**config.mk**
```make
export PLATFORM = sky130hd
export DESIGN_NAME = alu8_core
export DESIGN_NICKNAME = d
export VERILOG_FILES = /design/src/rtl/alu8_pkg.sv /design/src/rtl/alu8_addsub.sv /design/src/rtl/alu8_shift.sv /design/src/rtl/alu8_bcd.sv /design/src/rtl/alu8_word.sv /design/src/rtl/alu8_core.sv
export SDC_FILE = /design/constraint.sdc
export NUM_CORES = 1
export LEC_CHECK = 0
export BUFFER_PORTS_ARGS = -buffer_cell sky130_fd_sc_hd__buf_4
export CAP_MARGIN = 20
export CORE_UTILIZATION = 56
export DETAILED_ROUTE_END_ITERATION = 10
export GPL_TIMING_DRIVEN = 0
export PLACE_DENSITY_LB_ADDON = 0.15
export RECOVER_POWER = 50
export SLEW_MARGIN = 20
export SYNTH_ARGS = -nofsm -noshare
export SYNTH_HDL_FRONTEND = slang
export SYNTH_SLANG_ARGS = --single-unit
```
**constraint.sdc**
```tcl
create_clock -name clk -period 0.8 [get_ports clk]
set_input_delay 0.04 -clock clk [delete_from_list [all_inputs] [get_ports clk]]
set_output_delay 0.04 -clock clk [all_outputs]
set_load 0.01 [all_outputs]
```
**src/rtl/alu8_pkg.sv**
```systemverilog
package alu8_pkg;
   localparam int unsigned BYTE_W = 8;
   localparam int unsigned WORD_W = 2 * BYTE_W;
   localparam int unsigned NIB_W  = BYTE_W / 2;
   localparam int unsigned OP_W   = 5;

   // flag bit positions inside the flags byte
   localparam int unsigned FL_C = 7;
   localparam int unsigned FL_Z = 6;
   localparam int unsigned FL_S = 5;
   localparam int unsigned FL_V = 4;
   localparam int unsigned FL_D = 3;
   localparam int unsigned FL_H = 2;

   typedef enum logic [OP_W-1:0] {
      OP_ADD  = 5'd0,  OP_ADC  = 5'd1,  OP_SUB  = 5'd2,  OP_SBC  = 5'd3,
      OP_AND  = 5'd4,  OP_OR   = 5'd5,  OP_XOR  = 5'd6,  OP_TM   = 5'd7,
      OP_TCM  = 5'd8,  OP_CP   = 5'd9,  OP_ROL  = 5'd10, OP_ROLC = 5'd11,
      OP_ROR  = 5'd12, OP_RORC = 5'd13, OP_SRA  = 5'd14, OP_SWAP = 5'd15,
      OP_INC  = 5'd16, OP_DEC  = 5'd17, OP_INCW = 5'd18, OP_DECW = 5'd19,
      OP_COM  = 5'd20, OP_CLR  = 5'd21, OP_CCF  = 5'd22, OP_SCF  = 5'd23,
      OP_RCF  = 5'd24, OP_DA   = 5'd25
   } alu_op_e;
endpackage

```
**src/rtl/alu8_addsub.sv**
```systemverilog
module alu8_addsub
   import alu8_pkg::*;
#(
   parameter int unsigned W  = BYTE_W,
   parameter int unsigned HB = NIB_W
) (
   input  logic [W-1:0] a,
   input  logic [W-1:0] b,
   input  logic         cin,
   input  logic         sub,
   output logic [W-1:0] sum,
   output logic         c_out,
   output logic         h_out,
   output logic         v_out
);
   logic [W-1:0] b_eff;
   logic         cin_eff;
   logic [W:0]   full;
   logic [HB:0]  half;

   always_comb begin
      b_eff   = sub ? ~b : b;
      cin_eff = sub ? ~cin : cin;
      full    = {1'b0, a} + {1'b0, b_eff} + {{W{1'b0}}, cin_eff};
      half    = {1'b0, a[HB-1:0]} + {1'b0, b_eff[HB-1:0]} + {{HB{1'b0}}, cin_eff};
      sum     = full[W-1:0];
      c_out   = sub ? ~full[W] : full[W];
      h_out   = sub ? ~half[HB] : half[HB];
      v_out   = (a[W-1] == b_eff[W-1]) && (sum[W-1] != a[W-1]);
   end
endmodule

```
**src/rtl/alu8_shift.sv**
```systemverilog
module alu8_shift
   import alu8_pkg::*;
(
   input  alu_op_e           op,
   input  logic [BYTE_W-1:0] d,
   input  logic              c_in,
   output logic [BYTE_W-1:0] r,
   output logic              c_out
);
   localparam int unsigned MSB = BYTE_W - 1;

   always_comb begin
      r     = d;
      c_out = c_in;
      case (op)
         OP_ROL:  begin r = {d[MSB-1:0], d[MSB]}; c_out = d[MSB]; end
         OP_ROLC: begin r = {d[MSB-1:0], c_in};   c_out = d[MSB]; end
         OP_ROR:  begin r = {d[0], d[MSB:1]};     c_out = d[0];   end
         OP_RORC: begin r = {c_in, d[MSB:1]};     c_out = d[0];   end
         OP_SRA:  begin r = {d[MSB], d[MSB:1]};   c_out = d[0];   end
         OP_SWAP: r = {d[NIB_W-1:0], d[MSB:NIB_W]};
         default: ;
      endcase
   end
endmodule

```
**src/rtl/alu8_bcd.sv**
```systemverilog
module alu8_bcd
   import alu8_pkg::*;
(
   input  logic [BYTE_W-1:0] d,
   input  logic              c_in,
   input  logic              h_in,
   input  logic              sub,
   output logic [BYTE_W-1:0] r,
   output logic              c_out
);
   logic              fix_lo;
   logic              fix_hi;
   logic [BYTE_W-1:0] adj;

   always_comb begin
      fix_lo = h_in || (!sub && (d[NIB_W-1:0] > 4'd9));
      fix_hi = c_in || (!sub && (d > 8'h99));
      adj    = {(fix_hi ? 4'h6 : 4'h0), (fix_lo ? 4'h6 : 4'h0)};
      r      = sub ? (d - adj) : (d + adj);
      c_out  = fix_hi;
   end
endmodule

```
**src/rtl/alu8_word.sv**
```systemverilog
module alu8_word
   import alu8_pkg::*;
#(
   parameter int unsigned W = WORD_W
) (
   input  logic [W-1:0] w_in,
   input  logic         dec,
   output logic [W-1:0] w_out,
   output logic         v_out
);
   always_comb begin
      w_out = dec ? (w_in - {{(W-1){1'b0}}, 1'b1}) : (w_in + {{(W-1){1'b0}}, 1'b1});
      v_out = dec ? (w_in[W-1] & ~w_out[W-1]) : (~w_in[W-1] & w_out[W-1]);
   end
endmodule

```
**src/rtl/alu8_core.sv**
```systemverilog
module alu8_core
   import alu8_pkg::*;
#(
   parameter bit          REG_OUT  = 1'b1,
   parameter bit          WORD_OPS = 1'b1,
   parameter int unsigned FLAG_W   = 8
) (
   input  logic                clk,
   input  logic                rst_n,
   input  logic [OP_W-1:0]     op_sel,
   input  logic [BYTE_W-1:0]   opd_d,
   input  logic [BYTE_W-1:0]   opd_s,
   input  logic [FLAG_W-1:0]   flags_in,
   output logic [BYTE_W-1:0]   res,
   output logic [BYTE_W-1:0]   res_hi,
   output logic                res_we,
   output logic [FLAG_W-1:0]   flags_out
);
   localparam int unsigned MSB = BYTE_W - 1;

   if (FLAG_W != BYTE_W) begin : g_bad_flag_w
      $error("alu8_core: FLAG_W must equal the byte width");
   end
   if (FL_H < 2) begin : g_bad_layout
      $error("alu8_core: flag layout leaves no room for user flags");
   end

   alu_op_e op_e;
   assign op_e = alu_op_e'(op_sel);

   // add / subtract / compare
   logic              as_sub, as_cin, as_c, as_h, as_v;
   logic [BYTE_W-1:0] as_sum;
   assign as_sub = (op_e == OP_SUB) || (op_e == OP_SBC) || (op_e == OP_CP);
   assign as_cin = ((op_e == OP_ADC) || (op_e == OP_SBC)) ? flags_in[FL_C] : 1'b0;

   alu8_addsub #(.W(BYTE_W), .HB(NIB_W)) u_addsub (
      .a(opd_d), .b(opd_s), .cin(as_cin), .sub(as_sub),
      .sum(as_sum), .c_out(as_c), .h_out(as_h), .v_out(as_v)
   );

   // rotates, shift, swap
   logic [BYTE_W-1:0] sh_r;
   logic              sh_c;
   alu8_shift u_shift (
      .op(op_e), .d(opd_d), .c_in(flags_in[FL_C]), .r(sh_r), .c_out(sh_c)
   );

   // decimal adjust
   logic [BYTE_W-1:0] da_r;
   logic              da_c;
   alu8_bcd u_bcd (
      .d(opd_d), .c_in(flags_in[FL_C]), .h_in(flags_in[FL_H]),
      .sub(flags_in[FL_D]), .r(da_r), .c_out(da_c)
   );

   // 16-bit increment / decrement
   logic [WORD_W-1:0] wd_r;
   logic              wd_v;
   if (WORD_OPS) begin : g_word
      alu8_word #(.W(WORD_W)) u_word (
         .w_in({opd_d, opd_s}), .dec(op_e == OP_DECW), .w_out(wd_r), .v_out(wd_v)
      );
   end else begin : g_no_word
      assign wd_r = '0;
      assign wd_v = 1'b0;
   end

   logic [BYTE_W-1:0] r_nx, rh_nx, inc_r, dec_r;
   logic              we_nx;
   logic [FLAG_W-1:0] f_nx;

   assign inc_r = opd_d + 8'd1;
   assign dec_r = opd_d - 8'd1;

   always_comb begin
      f_nx  = flags_in;
      r_nx  = '0;
      rh_nx = '0;
      we_nx = 1'b0;
      case (op_e)
         OP_ADD, OP_ADC, OP_SUB, OP_SBC: begin
            r_nx = as_sum; we_nx = 1'b1;
            f_nx[FL_C] = as_c; f_nx[FL_H] = as_h; f_nx[FL_V] = as_v;
            f_nx[FL_D] = as_sub;
         end
         OP_CP: begin
            r_nx = as_sum; f_nx[FL_C] = as_c; f_nx[FL_V] = as_v;
         end
         OP_AND:  begin r_nx = opd_d & opd_s;  we_nx = 1'b1; f_nx[FL_V] = 1'b0; end
         OP_OR:   begin r_nx = opd_d | opd_s;  we_nx = 1'b1; f_nx[FL_V] = 1'b0; end
         OP_XOR:  begin r_nx = opd_d ^ opd_s;  we_nx = 1'b1; f_nx[FL_V] = 1'b0; end
         OP_TM:   begin r_nx = opd_d & opd_s;  f_nx[FL_V] = 1'b0; end
         OP_TCM:  begin r_nx = ~opd_d & opd_s; f_nx[FL_V] = 1'b0; end
         OP_ROL, OP_ROLC, OP_ROR, OP_RORC: begin
            r_nx = sh_r; we_nx = 1'b1; f_nx[FL_C] = sh_c;
            f_nx[FL_V] = sh_r[MSB] ^ opd_d[MSB];
         end
         OP_SRA:  begin r_nx = sh_r; we_nx = 1'b1; f_nx[FL_C] = sh_c; f_nx[FL_V] = 1'b0; end
         OP_SWAP: begin r_nx = sh_r; we_nx = 1'b1; end
         OP_INC:  begin r_nx = inc_r; we_nx = 1'b1; f_nx[FL_V] = inc_r[MSB] & ~opd_d[MSB]; end
         OP_DEC:  begin r_nx = dec_r; we_nx = 1'b1; f_nx[FL_V] = ~dec_r[MSB] & opd_d[MSB]; end
         OP_INCW, OP_DECW: begin
            if (WORD_OPS) begin
               r_nx = wd_r[BYTE_W-1:0]; rh_nx = wd_r[WORD_W-1:BYTE_W]; we_nx = 1'b1;
               f_nx[FL_V] = wd_v;
            end
         end
         OP_COM:  begin r_nx = ~opd_d; we_nx = 1'b1; f_nx[FL_V] = 1'b0; end
         OP_CLR:  begin r_nx = '0; we_nx = 1'b1; end
         OP_CCF:  f_nx[FL_C] = ~flags_in[FL_C];
         OP_SCF:  f_nx[FL_C] = 1'b1;
         OP_RCF:  f_nx[FL_C] = 1'b0;
         OP_DA:   begin r_nx = da_r; we_nx = 1'b1; f_nx[FL_C] = da_c; end
         default: ;
      endcase
      // zero and sign follow the produced value for every operation that owns them
      case (op_e)
         OP_INCW, OP_DECW: begin
            if (WORD_OPS) begin
               f_nx[FL_Z] = (wd_r == '0);
               f_nx[FL_S] = wd_r[WORD_W-1];
            end
         end
         OP_CLR, OP_CCF, OP_SCF, OP_RCF: ;
         default: begin
            if (op_sel <= 5'(OP_DA)) begin
               f_nx[FL_Z] = (r_nx == '0);
               f_nx[FL_S] = r_nx[MSB];
            end
         end
      endcase
   end

   if (REG_OUT) begin : g_reg
      always_ff @(posedge clk or negedge rst_n) begin
         if (!rst_n) begin
            res       <= '0;
            res_hi    <= '0;
            res_we    <= 1'b0;
            flags_out <= '0;
         end else begin
            res       <= r_nx;
            res_hi    <= rh_nx;
            res_we    <= we_nx;
            flags_out <= f_nx;
         end
      end
   end else begin : g_comb
      assign res       = r_nx;
      assign res_hi    = rh_nx;
      assign res_we    = we_nx;
      assign flags_out = f_nx;
   end
endmodule

```
==> impl_metrics.json, run 1 <==
{
  "track_usage_pct": 67.61,
  "first-error": "[ERROR GRT-0232] Routing congestion too high. Check the congestion heatmap in the GUI.",
  "syn-instance-count": 503,
  "worst_endpoint": "flags_out[6]$_DFF_PN0_/D",
  "lastStage": "global routing",
  "dieWidth_um": 85.51,
  "synth_cell_types": 77,
  "synth.avg_cell_area_sq_um": 7.763,
  "io_pins": 56,
  "routabilityCongestion": 1.049,
  "clockRootBuffer": "clkbuf_8",
  "synth_fp_nets": 581,
  "row_count": 30,
  "hpwlAfterDp_um": 10830,
  "yosys_warnings": 0,
  "htree_levels": 1,
  "cts_buffers": 3,
  "portBuffers": 55,
  "ys_seq_elements": 25,
  "outcome": "did not finish",
  "cts_sinks": 25,
  "grt_overflow": 3,
  "start_util_pct": 57.80,
  "worstEpCategory": "register input",
  "netlist_area_sq_um": 3905,
  "dp_cells": 638,
  "grt_max_degree": 26,
  "synth_edf_count": 0,
  "synth-seq-area-share_pct": 16.02,
  "async_flop_share_pct": 100.0,
  "die_y_um": 85.51,
  "clockBufferDepth": 2,
  "ys.flop_type": "dfrtp_1"
}
[cell usage after synthesis, drive strengths merged, types with 6 or more instances]
| master | instances | area share, % |
|---|---|---|
| ha | 44 | 14 |
| buf | 17 | 2.4 |
| a21oi | 26 | 3.3 |
| nand4 | 7 | 1.1 |
| nor3 | 10 | 1.3 |
| inv | 33 | 3.2 |
| clkbuf | 11 | 1.1 |
| nand2b | 8 | 1.3 |
| a22oi | 6 | 1.2 |
| nor2b | 6 | 0.96 |
| nand3 | 37 | 4.7 |
| a21o | 9 | 1.7 |
| a211oi | 7 | 1.5 |
| o21ai | 23 | 2.9 |
| nand2 | 32 | 3.1 |
| dfrtp | 25 | 16 |
| xor2 | 17 | 3.8 |
| nor2 | 45 | 4.3 |
| xnor2 | 30 | 6.7 |
| o2111ai | 8 | 1.8 |
[metrics by stage]
stage | util [%] | TNS [ns] | cell area (sq um) | setup slack, ns
2_1_floorplan | - | -31.20 | 4269 | -2.167
3_3_place_gp | 70.78 | -41.50 | 4782 | -2.809
3_5_place_dp | 70.78 | -42.50 | 4782 | -2.812
4_1_cts | 82.54 | -33.52 | 5577 | -2.371
[per-layer routing]
layer  GRT overflow  track usage (%)
met1              0            68.91
met2              2            87.27
met3              0            51.78
met4              1            62.42
met5              0            2.098
[what timing repair did]
action                                  CTS
endpoints found under the setup margin   46
hold endpoints to repair                 28
gates cloned                              1
hold buffers                              3
pin swaps                                40
resized for setup                        94
setup buffers                            31
[cell families after synthesis]
group	count (synthesis)	synth area share (%)
AND/OR/NAND/NOR	178	23.68
AO/OA/AOI/OAI	141	26.37
buffers and inverters	61	6.696
XOR/XNOR	47	10.54
adder cells (fa/ha/maj)	47	15.64
flip-flops	25	16.02
multiplexers	4	1.057
==> run 2: changes to the inputs <==
Settings changed: CORE_UTILIZATION 56 to 40.
==> impl_metrics.json, run 2 <==
{
  "cts_buffers": 3,
  "cts_sinks": 25,
  "pwr-share-seq_pct": 24.7,
  "final_antenna_net_count": 0,
  "portBuffers": 55,
  "synth_fp_nets": 581,
  "totalPowerFinal_w": 0.005788,
  "synth_top_cell_by_area": "dfrtp_1",
  "row_count": 35,
  "ys_seq_elements": 25,
  "critical_path.startpoint": "op_sel[1]",
  "routabilityCongestion": 0.9698,
  "htree_levels": 1,
  "grt_pass1_wl_um": 23330,
  "utilization_pct": 65.33,
  "crit_type": "input pin to flop",
  "violations": "setup timing",
  "timing.setup.tns_ns": -32.81,
  "final_cell_mix": "65 x buf_4, 46 x buf_6, 43 x nor2_1",
  "top_regs": "flags_out x8, res x8, res_hi x8",
  "power.density_nw_per_um2": 949.9,
  "vias": 4564,
  "route.detailed.drc": 0,
  "power.net_switching_w": 0.002271,
  "synth.avg_cell_area_sq_um": 7.763,
  "worstPathRequired_ns": 1.01,
  "ir_worst_vdd_mv": 0.7812,
  "final_common_cell": "buf_4",
  "netlist_area_sq_um": 3905,
  "hold_end": "flags_out[5]",
  "startpoint_type": "input pin",
  "drt-wirelength-per-cell_um": 20.50,
  "synth-seq-area-share_pct": 16.02,
  "worst_slew_pin_slew_ns": 0.8369,
  "slew_violations": 0,
  "holdBufCountCts": 3,
  "slew-limit-headroom_pct": 43.78,
  "synth_edf_count": 0,
  "ys.flop_type": "dfrtp_1",
  "internal-power_w": 0.003516,
  "track_usage_pct": 29.90,
  "period_needed_ns": 2.944,
  "io_pins": 56,
  "dieArea_sq_um": 10160,
  "pwr-share-clk_pct": 12.5,
  "nNetsFinal": 695,
  "cts_tree": "built",
  "rsz0062_at_grt": "yes",
  "grt_antenna_before_repair": 0,
  "yosys_warnings": 0,
  "drt_iter0_markers": 360,
  "path_max_fanout": 4,
  "clockBufferDepth": 2,
  "hpwlAfterDp_um": 11160,
  "p_comb_share_pct": 62.8,
  "setup_ws_ns": -2.144,
  "hold_path_depth": 2,
  "holdCritStartpoint": "flags_in[5]",
  "core_sq_um": 9328,
  "finalSetupViolations": 33,
  "synth.most_common_cell": "nor2_1",
  "cp_data_arrival_time_ns": 3.16,
  "outcome": "finished, violations left",
  "synth_top_area_share_pct": 16.02,
  "synth_cell_types": 77,
  "die_y_um": 100.8,
  "firstDrtPassIters": 5,
  "n_antenna_cell": 0,
  "grt_max_degree": 26,
  "start_util_pct": 41.86,
  "hp-class": "input pin to flop",
  "dpl_cell_area_sq_um": 4843,
  "critPathCaptureType": "flop",
  "timing.final.hold_violations": 0,
  "final_cell_area_sq_um": 6093,
  "maxCapViolCount": 0,
  "clkTransAtPathRegs_ns": 0.08,
  "async_flop_share_pct": 100.0,
  "synth.cells.most_frequent": "45 x nor2_1, 44 x ha_1, 37 x nand3_1",
  "p_sw_share_pct": 39.24,
  "dieWidth_um": 100.8,
  "clockRootBuffer": "clkbuf_8",
  "leakage_nw": 2.624,
  "clock.fmax_ghz": 0.3397,
  "drt-vias-per-instance": 6.126,
  "drt-total-wl_um": 15270,
  "synthTopCellsByArea": "dfrtp_1 16%, ha_1 14%, xnor2_1 6.7%, nand3_1 4.7%, nor2_1 4.3%",
  "syn_to_final_growth_pct": 56.04,
  "drive_gt1_share_pct": 38.31,
  "grt_overflow": 0,
  "finalCritPeriodShare_pct": 368.0,
  "grt_pass1_vias": 4406,
  "syn-instance-count": 503
}
-- run 2: cell counts after synthesis --
No cell type changed its count.
-- run 2: worst max path at each step --
stage / cells after the start / to / slack, ns
2_1_floorplan: 16 / flags_out[6] / -2.17
3_3_place_gp: 18 / flags_out[6] / -2.84
3_5_place_dp: 18 / flags_out[6] / -2.82
4_1_cts: 17 / flags_out[6] / -2.37
5_1_grt: 15 / flags_out[6] / -2.29
6_report: 15 / flags_out[6] / -2.14
-- run 2: critical path, cell delays in order --
cell	delay, ns
buf_8	0.10
buf_8	0.11
clkbuf_16	0.14
o21ai_2	0.13
and2_4	0.21
xnor2_4	0.13
fa_2	0.25
inv_2	0.04
fa_2	0.55
o2111ai_4	0.14
a2111oi_4	0.32
nand3_1	0.12
or4_4	0.54
o41ai_4	0.22
a21o_1	0.11
-- run 2: kinds of logic (layout without fill, tap and decap cells) --
| group | Yosys count | in the layout | share of synthesized area [%] |
|---|---|---|---|
| flops | 25 | 25 | 16.02 |
| compound gates | 141 | 141 | 26.37 |
| buf+inv | 61 | 174 | 6.696 |
| simple gates | 178 | 178 | 23.68 |
| xor+xnor | 47 | 47 | 10.54 |
| fa+ha+maj | 47 | 47 | 15.64 |
| mux | 4 | 4 | 1.057 |
-- run 2: power by group through the flow --
stage / clock network, W / registers (W) / logic (W)
finish: 0.000723 / 0.00143 / 0.00363
global route: 0.000798 / 0.00144 / 0.00387
CTS: 0.000742 / 0.00143 / 0.00318
detailed placement: 0 / 0.00143 / 0.00259
global placement: 0 / 0.00143 / 0.00257
floorplan: 0 / 0.00150 / 0.00165
-- run 2: layout make-up --
type / instances / area (sq um)
multi-input combinational: 417 / 3787
clock buffer: 3 / 41.29
buffer: 25 / 255.2
fill: 794 / 3234
clock inverter: 1 / 7.507
inverter: 33 / 146.4
sequential: 25 / 625.6
timing repair buffer: 112 / 1069
tap: 129 / 161.4
-- run 2: repair_timing --
action,CTS,global route
setup endpoints to repair,48,48
pin swaps,42,48
endpoints found under the hold margin,27,1
gates resized for setup,101,63
gates cloned,0,0
buffers inserted,39,15
-- run 2: metal layers --
metal  up-vias  track usage [%]  wire length [um]
met1      2197            40.76              6485
met5         -                0                 0
li1       2097                -                 -
met2       236            50.42              7156
met3        34            2.843              1266
met4         0            8.027               362
-- run 2: per-stage QoR --
stage / hold slack, ns / worst slack [ns] / std cells
after floorplan: -0.2556 / -2.167 / 503
after global placement: -0.05282 / -2.841 / 687
after detailed placement: -0.05139 / -2.817 / 687
after CTS: 0.003149 / -2.368 / 733
after global routing: -0.001866 / -2.292 / 745
final: 0.004788 / -2.144 / 745
Power figures use the tool's default switching activity.
